[src/rtl/nfc_pkg.sv]
package nfc_pkg;
    localparam int REG_AW = 4;
    localparam int BUS_W  = 16;
    localparam int CTRL_W = 10;
    localparam int IST_W  = 5;

    typedef enum logic [1:0] {
        TAG_CMD   = 2'd0,
        TAG_ADDR  = 2'd1,
        TAG_DWR   = 2'd2,
        TAG_RDREQ = 2'd3
    } op_tag_e;

    typedef struct packed {
        op_tag_e    tag;
        logic [7:0] dat;
    } op_ent_t;

    typedef struct packed {
        logic       page512;
        logic       wide;
        logic [3:0] rd_dly;
        logic [3:0] wr_dly;
    } ctrl_t;

    localparam logic [REG_AW-1:0] OFS_CTRL  = 4'd0;
    localparam logic [REG_AW-1:0] OFS_STAT  = 4'd1;
    localparam logic [REG_AW-1:0] OFS_ISTAT = 4'd2;
    localparam logic [REG_AW-1:0] OFS_MASK  = 4'd3;
    localparam logic [REG_AW-1:0] OFS_CMD   = 4'd4;
    localparam logic [REG_AW-1:0] OFS_ADR   = 4'd5;
    localparam logic [REG_AW-1:0] OFS_DWR   = 4'd6;
    localparam logic [REG_AW-1:0] OFS_RDREQ = 4'd7;
    localparam logic [REG_AW-1:0] OFS_RDAT  = 4'd8;
    localparam logic [REG_AW-1:0] OFS_ECC   = 4'd9;

    localparam int IS_IDLE = 0;
    localparam int IS_OVF  = 1;
    localparam int IS_EDGE = 2;
    localparam int IS_RRDY = 3;
    localparam int IS_WDON = 4;

    function automatic logic [IST_W-1:0] w1c_update(input logic [IST_W-1:0] cur,
                                                    input logic [IST_W-1:0] set,
                                                    input logic [IST_W-1:0] clr);
        return (cur & ~clr) | set;
    endfunction

    function automatic op_tag_e tag_of(input logic [REG_AW-1:0] ofs);
        case (ofs)
            OFS_ADR:   return TAG_ADDR;
            OFS_DWR:   return TAG_DWR;
            OFS_RDREQ: return TAG_RDREQ;
            default:   return TAG_CMD;
        endcase
    endfunction
endpackage

[src/rtl/nfc_wbuf.sv]
module nfc_wbuf import nfc_pkg::*; #(
    parameter int DEPTH = 4
) (
    input  logic    clk,
    input  logic    rst,
    input  logic    push,
    input  op_ent_t din,
    input  logic    pop,
    output op_ent_t head,
    output logic    full,
    output logic    empty
);
    localparam int PTR_W = (DEPTH > 1) ? $clog2(DEPTH) : 1;
    localparam int CNT_W = $clog2(DEPTH + 1);

    op_ent_t            mem [DEPTH];
    logic [PTR_W-1:0]   wptr, rptr;
    logic [CNT_W-1:0]   count;
    logic               do_push, do_pop;

    assign full    = (count == CNT_W'(DEPTH));
    assign empty   = (count == '0);
    assign do_push = push && !full;
    assign do_pop  = pop && !empty;
    assign head    = mem[rptr];

    always_ff @(posedge clk) begin
        if (rst) begin
            wptr  <= '0;
            rptr  <= '0;
            count <= '0;
        end else begin
            if (do_push) begin
                mem[wptr] <= din;
                wptr      <= (wptr == PTR_W'(DEPTH - 1)) ? '0 : wptr + 1'b1;
            end
            if (do_pop)
                rptr <= (rptr == PTR_W'(DEPTH - 1)) ? '0 : rptr + 1'b1;
            count <= count + CNT_W'(do_push) - CNT_W'(do_pop);
        end
    end

    p_count_bound_r4: assert property (@(posedge clk) disable iff (rst)
        count <= CNT_W'(DEPTH));
    p_full_hold_r4: assert property (@(posedge clk) disable iff (rst)
        (full && push && !pop) |=> full);
endmodule

[src/rtl/nfc_stub.sv]
module nfc_stub import nfc_pkg::*; (
    input  logic       clk,
    input  logic       rst,
    input  logic [3:0] dly_wr,
    input  logic [3:0] dly_rd,
    input  logic       avail,
    input  op_ent_t    head,
    output logic       pop,
    output logic       busy,
    output logic       done,
    output op_ent_t    cur,
    output logic       op_valid,
    output logic [7:0] rd_byte
);
    logic [3:0] cnt;
    logic [7:0] loop_q;

    assign pop     = !busy && avail;
    assign done    = busy && (cnt == '0);
    assign rd_byte = loop_q;

    always_ff @(posedge clk) begin
        if (rst) begin
            busy     <= 1'b0;
            cnt      <= '0;
            op_valid <= 1'b0;
            cur      <= '{tag: TAG_CMD, dat: 8'h00};
            loop_q   <= '0;
        end else begin
            op_valid <= 1'b0;
            if (busy) begin
                if (cnt == '0) busy <= 1'b0;
                else           cnt  <= cnt - 1'b1;
            end else if (avail) begin
                busy     <= 1'b1;
                op_valid <= 1'b1;
                cur      <= head;
                cnt      <= (head.tag == TAG_RDREQ) ? dly_rd : dly_wr;
                if (head.tag == TAG_DWR) loop_q <= head.dat;
            end
        end
    end
endmodule

[src/rtl/nfc_ecc_rst.sv]
module nfc_ecc_rst #(
    parameter int CYC = 8
) (
    input  logic clk,
    input  logic rst,
    input  logic start,
    output logic busy
);
    localparam int CW = $clog2(CYC + 1);
    logic [CW-1:0] cnt;

    always_ff @(posedge clk) begin
        if (rst) begin
            busy <= 1'b0;
            cnt  <= '0;
        end else if (busy) begin
            if (cnt == '0) busy <= 1'b0;
            else           cnt  <= cnt - 1'b1;
        end else if (start) begin
            busy <= 1'b1;
            cnt  <= CW'(CYC - 1);
        end
    end
endmodule

[src/rtl/nfc_host_regs.sv]
module nfc_host_regs import nfc_pkg::*; #(
    parameter int BUF_DEPTH   = 4,
    parameter int ECC_RST_CYC = 8
) (
    input  logic        clk,
    input  logic        rst,
    input  logic        bus_wr,
    input  logic [3:0]  bus_addr,
    input  logic [15:0] bus_wdata,
    output logic [15:0] bus_rdata,
    output logic        irq,
    output logic        ecc_clear,
    output logic        nand_op_valid,
    output logic [1:0]  nand_op_tag,
    output logic [7:0]  nand_op_byte
);
    localparam int PND_W = $clog2(BUF_DEPTH + 2);

    ctrl_t             ctrl_q;
    logic [IST_W-1:0]  istat_q, mask_q, set_ev;
    logic [7:0]        rdat_q;
    logic [PND_W-1:0]  wr_pend, rd_pend;
    logic              idle, idle_q, full_q;
    logic              push_req, buf_full, buf_empty, pop, busy, done, op_valid;
    logic              wr_istat, ecc_busy, rd_done, wd_done, push_ok;
    op_ent_t           push_ent, head, cur;
    logic [7:0]        rd_byte;
    logic              unused_wdata;

    assign unused_wdata = ^bus_wdata[15:CTRL_W];

    assign push_req = bus_wr && (bus_addr == OFS_CMD || bus_addr == OFS_ADR ||
                                 bus_addr == OFS_DWR || bus_addr == OFS_RDREQ);
    assign push_ok  = push_req && !buf_full;
    assign push_ent = '{tag: tag_of(bus_addr), dat: bus_wdata[7:0]};
    assign wr_istat = bus_wr && bus_addr == OFS_ISTAT;

    nfc_wbuf #(.DEPTH(BUF_DEPTH)) u_wbuf (
        .clk(clk), .rst(rst), .push(push_req), .din(push_ent), .pop(pop),
        .head(head), .full(buf_full), .empty(buf_empty)
    );

    nfc_stub u_stub (
        .clk(clk), .rst(rst), .dly_wr(ctrl_q.wr_dly), .dly_rd(ctrl_q.rd_dly),
        .avail(!buf_empty), .head(head), .pop(pop), .busy(busy), .done(done),
        .cur(cur), .op_valid(op_valid), .rd_byte(rd_byte)
    );

    nfc_ecc_rst #(.CYC(ECC_RST_CYC)) u_ecc (
        .clk(clk), .rst(rst),
        .start(bus_wr && bus_addr == OFS_ECC && bus_wdata[0]),
        .busy(ecc_busy)
    );

    assign rd_done = done && cur.tag == TAG_RDREQ;
    assign wd_done = done && cur.tag == TAG_DWR;
    assign idle    = buf_empty && !busy;

    always_comb begin
        set_ev          = '0;
        set_ev[IS_IDLE] = idle && !idle_q;
        set_ev[IS_OVF]  = push_req && buf_full;
        set_ev[IS_EDGE] = full_q && !buf_full;
        set_ev[IS_RRDY] = rd_done;
        set_ev[IS_WDON] = wd_done;
    end

    always_ff @(posedge clk) begin
        if (rst) begin
            ctrl_q  <= '0;
            istat_q <= '0;
            mask_q  <= '0;
            rdat_q  <= '0;
            wr_pend <= '0;
            rd_pend <= '0;
            idle_q  <= 1'b1;
            full_q  <= 1'b0;
        end else begin
            idle_q  <= idle;
            full_q  <= buf_full;
            istat_q <= w1c_update(istat_q, set_ev,
                                  wr_istat ? bus_wdata[IST_W-1:0] : '0);
            if (bus_wr && bus_addr == OFS_CTRL) ctrl_q <= ctrl_t'(bus_wdata[CTRL_W-1:0]);
            if (bus_wr && bus_addr == OFS_MASK) mask_q <= bus_wdata[IST_W-1:0];
            if (rd_done) rdat_q <= rd_byte;
            wr_pend <= wr_pend + PND_W'(push_ok && bus_addr == OFS_DWR) - PND_W'(wd_done);
            rd_pend <= rd_pend + PND_W'(push_ok && bus_addr == OFS_RDREQ) - PND_W'(rd_done);
        end
    end

    always_comb begin
        bus_rdata = '0;
        case (bus_addr)
            OFS_CTRL:  bus_rdata[CTRL_W-1:0] = ctrl_q;
            OFS_STAT:  bus_rdata[4:0] = {buf_empty, rd_pend != '0, wr_pend != '0,
                                         buf_full, idle};
            OFS_ISTAT: bus_rdata[IST_W-1:0] = istat_q;
            OFS_MASK:  bus_rdata[IST_W-1:0] = mask_q;
            OFS_RDAT:  bus_rdata[7:0] = rdat_q;
            OFS_ECC:   bus_rdata[0] = ecc_busy;
            default:   bus_rdata = '0;
        endcase
    end

    assign irq           = |(istat_q & mask_q);
    assign ecc_clear     = ecc_busy;
    assign nand_op_valid = op_valid;
    assign nand_op_tag   = cur.tag;
    assign nand_op_byte  = cur.dat;

    p_ovf_flag_r4: assert property (@(posedge clk) disable iff (rst)
        (push_req && buf_full) |=> istat_q[IS_OVF]);
    p_w1c_r9: assert property (@(posedge clk) disable iff (rst)
        (wr_istat && set_ev == '0) |=> ((istat_q & $past(bus_wdata[IST_W-1:0])) == '0));
    p_ecc_start_r11: assert property (@(posedge clk) disable iff (rst)
        $rose(ecc_busy) |-> $past(bus_wr && bus_addr == OFS_ECC && bus_wdata[0]));
    p_rd_pend_r6: assert property (@(posedge clk) disable iff (rst)
        rd_done |-> rd_pend != '0);
    p_pop_idle_r5: assert property (@(posedge clk) disable iff (rst)
        op_valid |-> $past(!busy));
endmodule

[config.mk]
export PLATFORM = sky130hd
export DESIGN_NAME = nfc_host_regs
export DESIGN_NICKNAME = d
export VERILOG_FILES = /design/src/rtl/nfc_pkg.sv /design/src/rtl/nfc_wbuf.sv /design/src/rtl/nfc_stub.sv /design/src/rtl/nfc_ecc_rst.sv /design/src/rtl/nfc_host_regs.sv
export SDC_FILE = /design/constraint.sdc
export NUM_CORES = 1
export LEC_CHECK = 0
export ABC_AREA = 0
export CORE_MARGIN = 2
export CORE_UTILIZATION = 35
export CTS_CLUSTER_SIZE = 20
export DETAILED_ROUTE_END_ITERATION = 6
export PLACE_DENSITY_LB_ADDON = 0.08
export SETUP_SLACK_MARGIN = 0.15
export SYNTH_ARGS = -nofsm -noshare
export SYNTH_HDL_FRONTEND = slang
export SYNTH_SLANG_ARGS = --single-unit
[constraint.sdc]
create_clock -name clk -period 3 [get_ports clk]
set_input_delay 0.3 -clock clk [delete_from_list [all_inputs] [get_ports clk]]
set_output_delay 0.3 -clock clk [all_outputs]
set_load 0.005 [all_outputs]
==> flow_summary_export.csv <==
group,metric,value,unit
power_and_ir_drop,total_power,5.22,mW
setup_path,data_arrival_time_of_the_critical_path,2.36,ns
setup_path,crit_path_start_kind,"input port",
finish,stdcell_count,684,
grt,first_pass_grt_wire_length,18.8,mm
grt,busiest_layer,"met2",
finish,final_instance_area,6190,um2
finish,fin_nets,532,
setup_path,worstPathCellList,"clkdlybuf4s50_1, mux2_2, nand2_1, o21ai_0, a221o_1, clkdlybuf4s50_1",
grt,grt.met1_usage,0.234,
sta,layout_min_cycle_time,2.66,ns
grt,grt.met2_usage,0.255,
cts,tritoncts.num_buffers,17,
cts,insertion_delay,0.41,ns
finish,finalCoreUtilization,0.444,
cts,root_buffer_selected_by_cts,"clkbuf_16",
placement,place.gp.congestion,0.770,
sta,fmaxAchievable,377,MHz
setup_path,crit_end,"bus_rdata[0]",
floorplanning,floorplan.die.height,124,um
finish,nFillCells,1294,
route,postRouteAntennaNets,0,
setup_path,criticalPathCategory,"input port to primary output",
finish,layout.cells.most_common,"dfxtp_1",
synth,yosysTopAreaCell,"dfxtp_1",
placement,detailed_place.area,5590,um2
finish,most-common-layout-cells,"74 x dfxtp_1, 42 x nand2_1, 40 x edfxtp_1, 39 x nor2_1, 38 x clkdlybuf4s50_1",
floorplanning,die_x,124,um
setup_path,reg2reg_setup_slack,0.41,ns
cts,clk_transition_reported_paths,0.05,ns
floorplanning,fp.dieArea,15300,um2
sta,report.final.slew_viol_count,0,
floorplanning,placementRows,43,
route,routedWlPerCell,17.2,um
synth,ys_top_cells_by_area,"dfxtp_1 30%, edfxtp_1 24%, mux2i_1 5.2%, mux4_1 4.7%, ha_1 3.8%",
synth,synthSimpleGateAreaFrac,0.148,
sta,whs,0.307,ns
grt,grt_start_max_net_pins,52,
synth,synth_xor_area_frac,0.0105,
route,wl,11.8,mm
synth,yosysWarnings,0,
route,remaining_drc_errors,0,
route,detail_route.vias_per_cell,4.98,
cts,post_cts_hold_buffer_count,0,
synth,synth_enable_flop_cells,40,
placement,preCtsSetupSlack,0.240,ns
placement,detailed_place_hpwl,8.23,mm
synth,synth_adder_area_share,0.0495,
synth,ys.flop_type,"dfxtp_1",
synth,syn-cell-area,5000,um2
floorplanning,ioPinCount,52,
floorplanning,start_util,0.359,
outcome,run_status,"finished, final reports clean",
grt,globalRouteTotalUtil,0.169,
grt,grt.overflow.total,0,
setup_path,rr_endpoint,"rd_pend[2]$_SDFF_PP0_",
setup_path,critical-path-max-stage-delay,0.74,ns
synth,yosysUniqueCellTypes,54,
power_and_ir_drop,vdd_drop_max,0.000353,V
synth,ys_async_sr_fraction,0,
setup_path,reg2regPathDepth,13,
placement,dpl.cell_count,652,
synth,synthesis.area_per_instance,11.4,um2
synth,synth_top_family_by_area,"simple AND/OR/NAND/NOR gates",
synth,synth-seq-area-share,0.536,
sta,setup_viol,0,
cts,post_cts_buffers,0,
cts,cts.repair.resized,0,
route,firstDrtPassIters,4,
cts,cts_max_level,4,
setup_path,timing.critical_path.fanout_max,9,
synth,synth.ff_latch_count,114,
sta,max_slew_margin,0.614,
finish,antenna_cells_inserted,0,
grt,initial_antenna_violation_count,0,
placement,io_buffer_count,39,
floorplanning,core,13900,um2
synth,post-synth-top-area-fraction,0.296,
cts,clock_path_buffers,2,
sta,setup-tns-final,0,ns
synth,postSynthCellCount,438,
hold_path,holdCritPathClass,"input port to flip-flop",
sta,worst-slew-pin-transition,0.578,ns
sta,postLayoutSetupSlackWorst,0.345,ns
finish,flow.area_growth_from_synthesis,23.6,%
setup_path,startpoint,"bus_addr[0]",
synth,synth_mux_area_frac,0.124,
setup_path,critical-path-top-cell-by-count,"clkdlybuf4s50_1",
setup_path,endpoint_kind,"primary output",
cts,clock_tree_from_tritoncts,"yes",
cts,cts.sinks,114,
setup_path,slowest_cell_on_crit_path,"clkdlybuf4s50_1",
sta,timing.clock.skew,0.00944,ns
finish,post_route_cells_drive_above_1_share,0.121,
grt,met3_usage,0.0398,
sta,finalHoldViolCount,0,
route,via_count,3405,
setup_path,worst_r2r_startpoint,"u_stub.cnt[0]$_SDFFE_PP0P_",
setup_path,timing.critical_path.required,2.70,ns
route,drt_first_iter_violations,181,
sta,post-route-period-util,0.885,
grt,grt_pass1_vias,3330,
power_and_ir_drop,static_leakage_power,2.39,nW
synth,synth_compound_gate_area_share,0.0760,
job,cap_viol_max_count,0,
power_and_ir_drop,p_per_area,843,nW/um2
sta,grt_setup_unrepaired,"no",
==> layout make-up <==
type                            count  area (um2)  area share
Sequential cell                   114        2680       0.434
Clock buffer                       20         437      0.0706
Tap cell                          180         225      0.0364
Inverter                           23        86.3      0.0140
Multi-Input combinational cell    277        2060       0.334
Clock inverter                     12         164      0.0265
Timing Repair Buffer               58         528      0.0854
==> worst max-delay path: cells and delay by family <==
kind	cells	cell delay, ns
multiplexers	1	0.39
AND/OR/NAND/NOR	1	0.09
AO/OA/AOI/OAI	2	0.40
buffers and inverters	2	1.18
==> where the power goes <==
group / leakage (nW) / internal, mW / switching, mW
Clock: 0.295 / 1.38 / 0.691
Sequential: 0.965 / 1.78 / 0.141
Combinational: 1.13 / 0.601 / 0.624
Total: 2.39 / 3.76 / 1.46
==> how the worst min path moves through the flow <==
stage / start / to / slack (ns) / cells past startpoint
CTS: rst / u_stub.rd_byte[5]$_SDFFE_PP0P_ / 0.30 / 2
finish: rst / u_stub.rd_byte[7]$_SDFFE_PP0P_ / 0.31 / 2
global route: rst / u_stub.rd_byte[7]$_SDFFE_PP0P_ / 0.32 / 2
global placement: ctrl_q[8]$_SDFFE_PP0P_ / ctrl_q[8]$_SDFFE_PP0P_ / 0.44 / 2
detailed placement: ctrl_q[9]$_SDFFE_PP0P_ / ctrl_q[9]$_SDFFE_PP0P_ / 0.45 / 2
floorplan: bus_wdata[0] / u_wbuf.mem[0][0]$_DFFE_PP_ / 0.40 / 0
==> sequential cells by signal, summed over array words and instances, names as in the netlist, 2 cells and up, named ones only <==
name,flops
u_stub.rd_byte,8
wr_pend,3
ctrl_q,10
rd_pend,3
u_stub.cur,10
u_ecc.cnt,4
u_wbuf.mem,40
u_wbuf.count,3
u_wbuf.rptr,2
u_stub.cnt,4
istat_q,5
mask_q,5
u_wbuf.wptr,2
rdat_q,8
==> cells by family (layout without fill, tap and decap cells) <==
| group | Yosys count | after routing |
|---|---|---|
| other | 1 | 6 |
| XOR/XNOR | 6 | 6 |
| adder cells (fa/ha/maj) | 18 | 18 |
| flip-flops | 114 | 114 |
| AO/OA/AOI/OAI | 62 | 62 |
| multiplexers | 41 | 41 |
| buffers and inverters | 52 | 113 |
| AND/OR/NAND/NOR | 144 | 144 |
==> per-layer routing <==
| metal | part of all wire | vias up | routed length [um] |
|---|---|---|---|
| met5 | 0 | - | 0 |
| met4 | 0.012 | 0 | 138 |
| met3 | 0.037 | 10 | 436 |
| met2 | 0.45 | 77 | 5320 |
| met1 | 0.50 | 1644 | 5860 |
| li1 | - | 1674 | - |
==> cell usage after synthesis (2+ instances only) <==
library cell / number
a211oi_1: 3
a21oi_1: 32
a22o_1: 7
a31oi_1: 4
and2_1: 4
and3_1: 7
buf_2: 4
buf_4: 8
buf_6: 5
clkbuf_1: 10
dfxtp_1: 74
edfxtp_1: 40
fa_1: 3
ha_1: 15
inv_1: 23
mux2i_1: 26
mux4_1: 9
mux4_2: 5
nand2_1: 42
nand3_1: 15
nand4_1: 3
nor2_1: 39
nor2b_1: 9
nor3_1: 2
o21ai_0: 7
or2_2: 3
or3_1: 6
or3b_2: 2
or4b_1: 2
xnor2_1: 5
(Power assumes the default switching activity.)
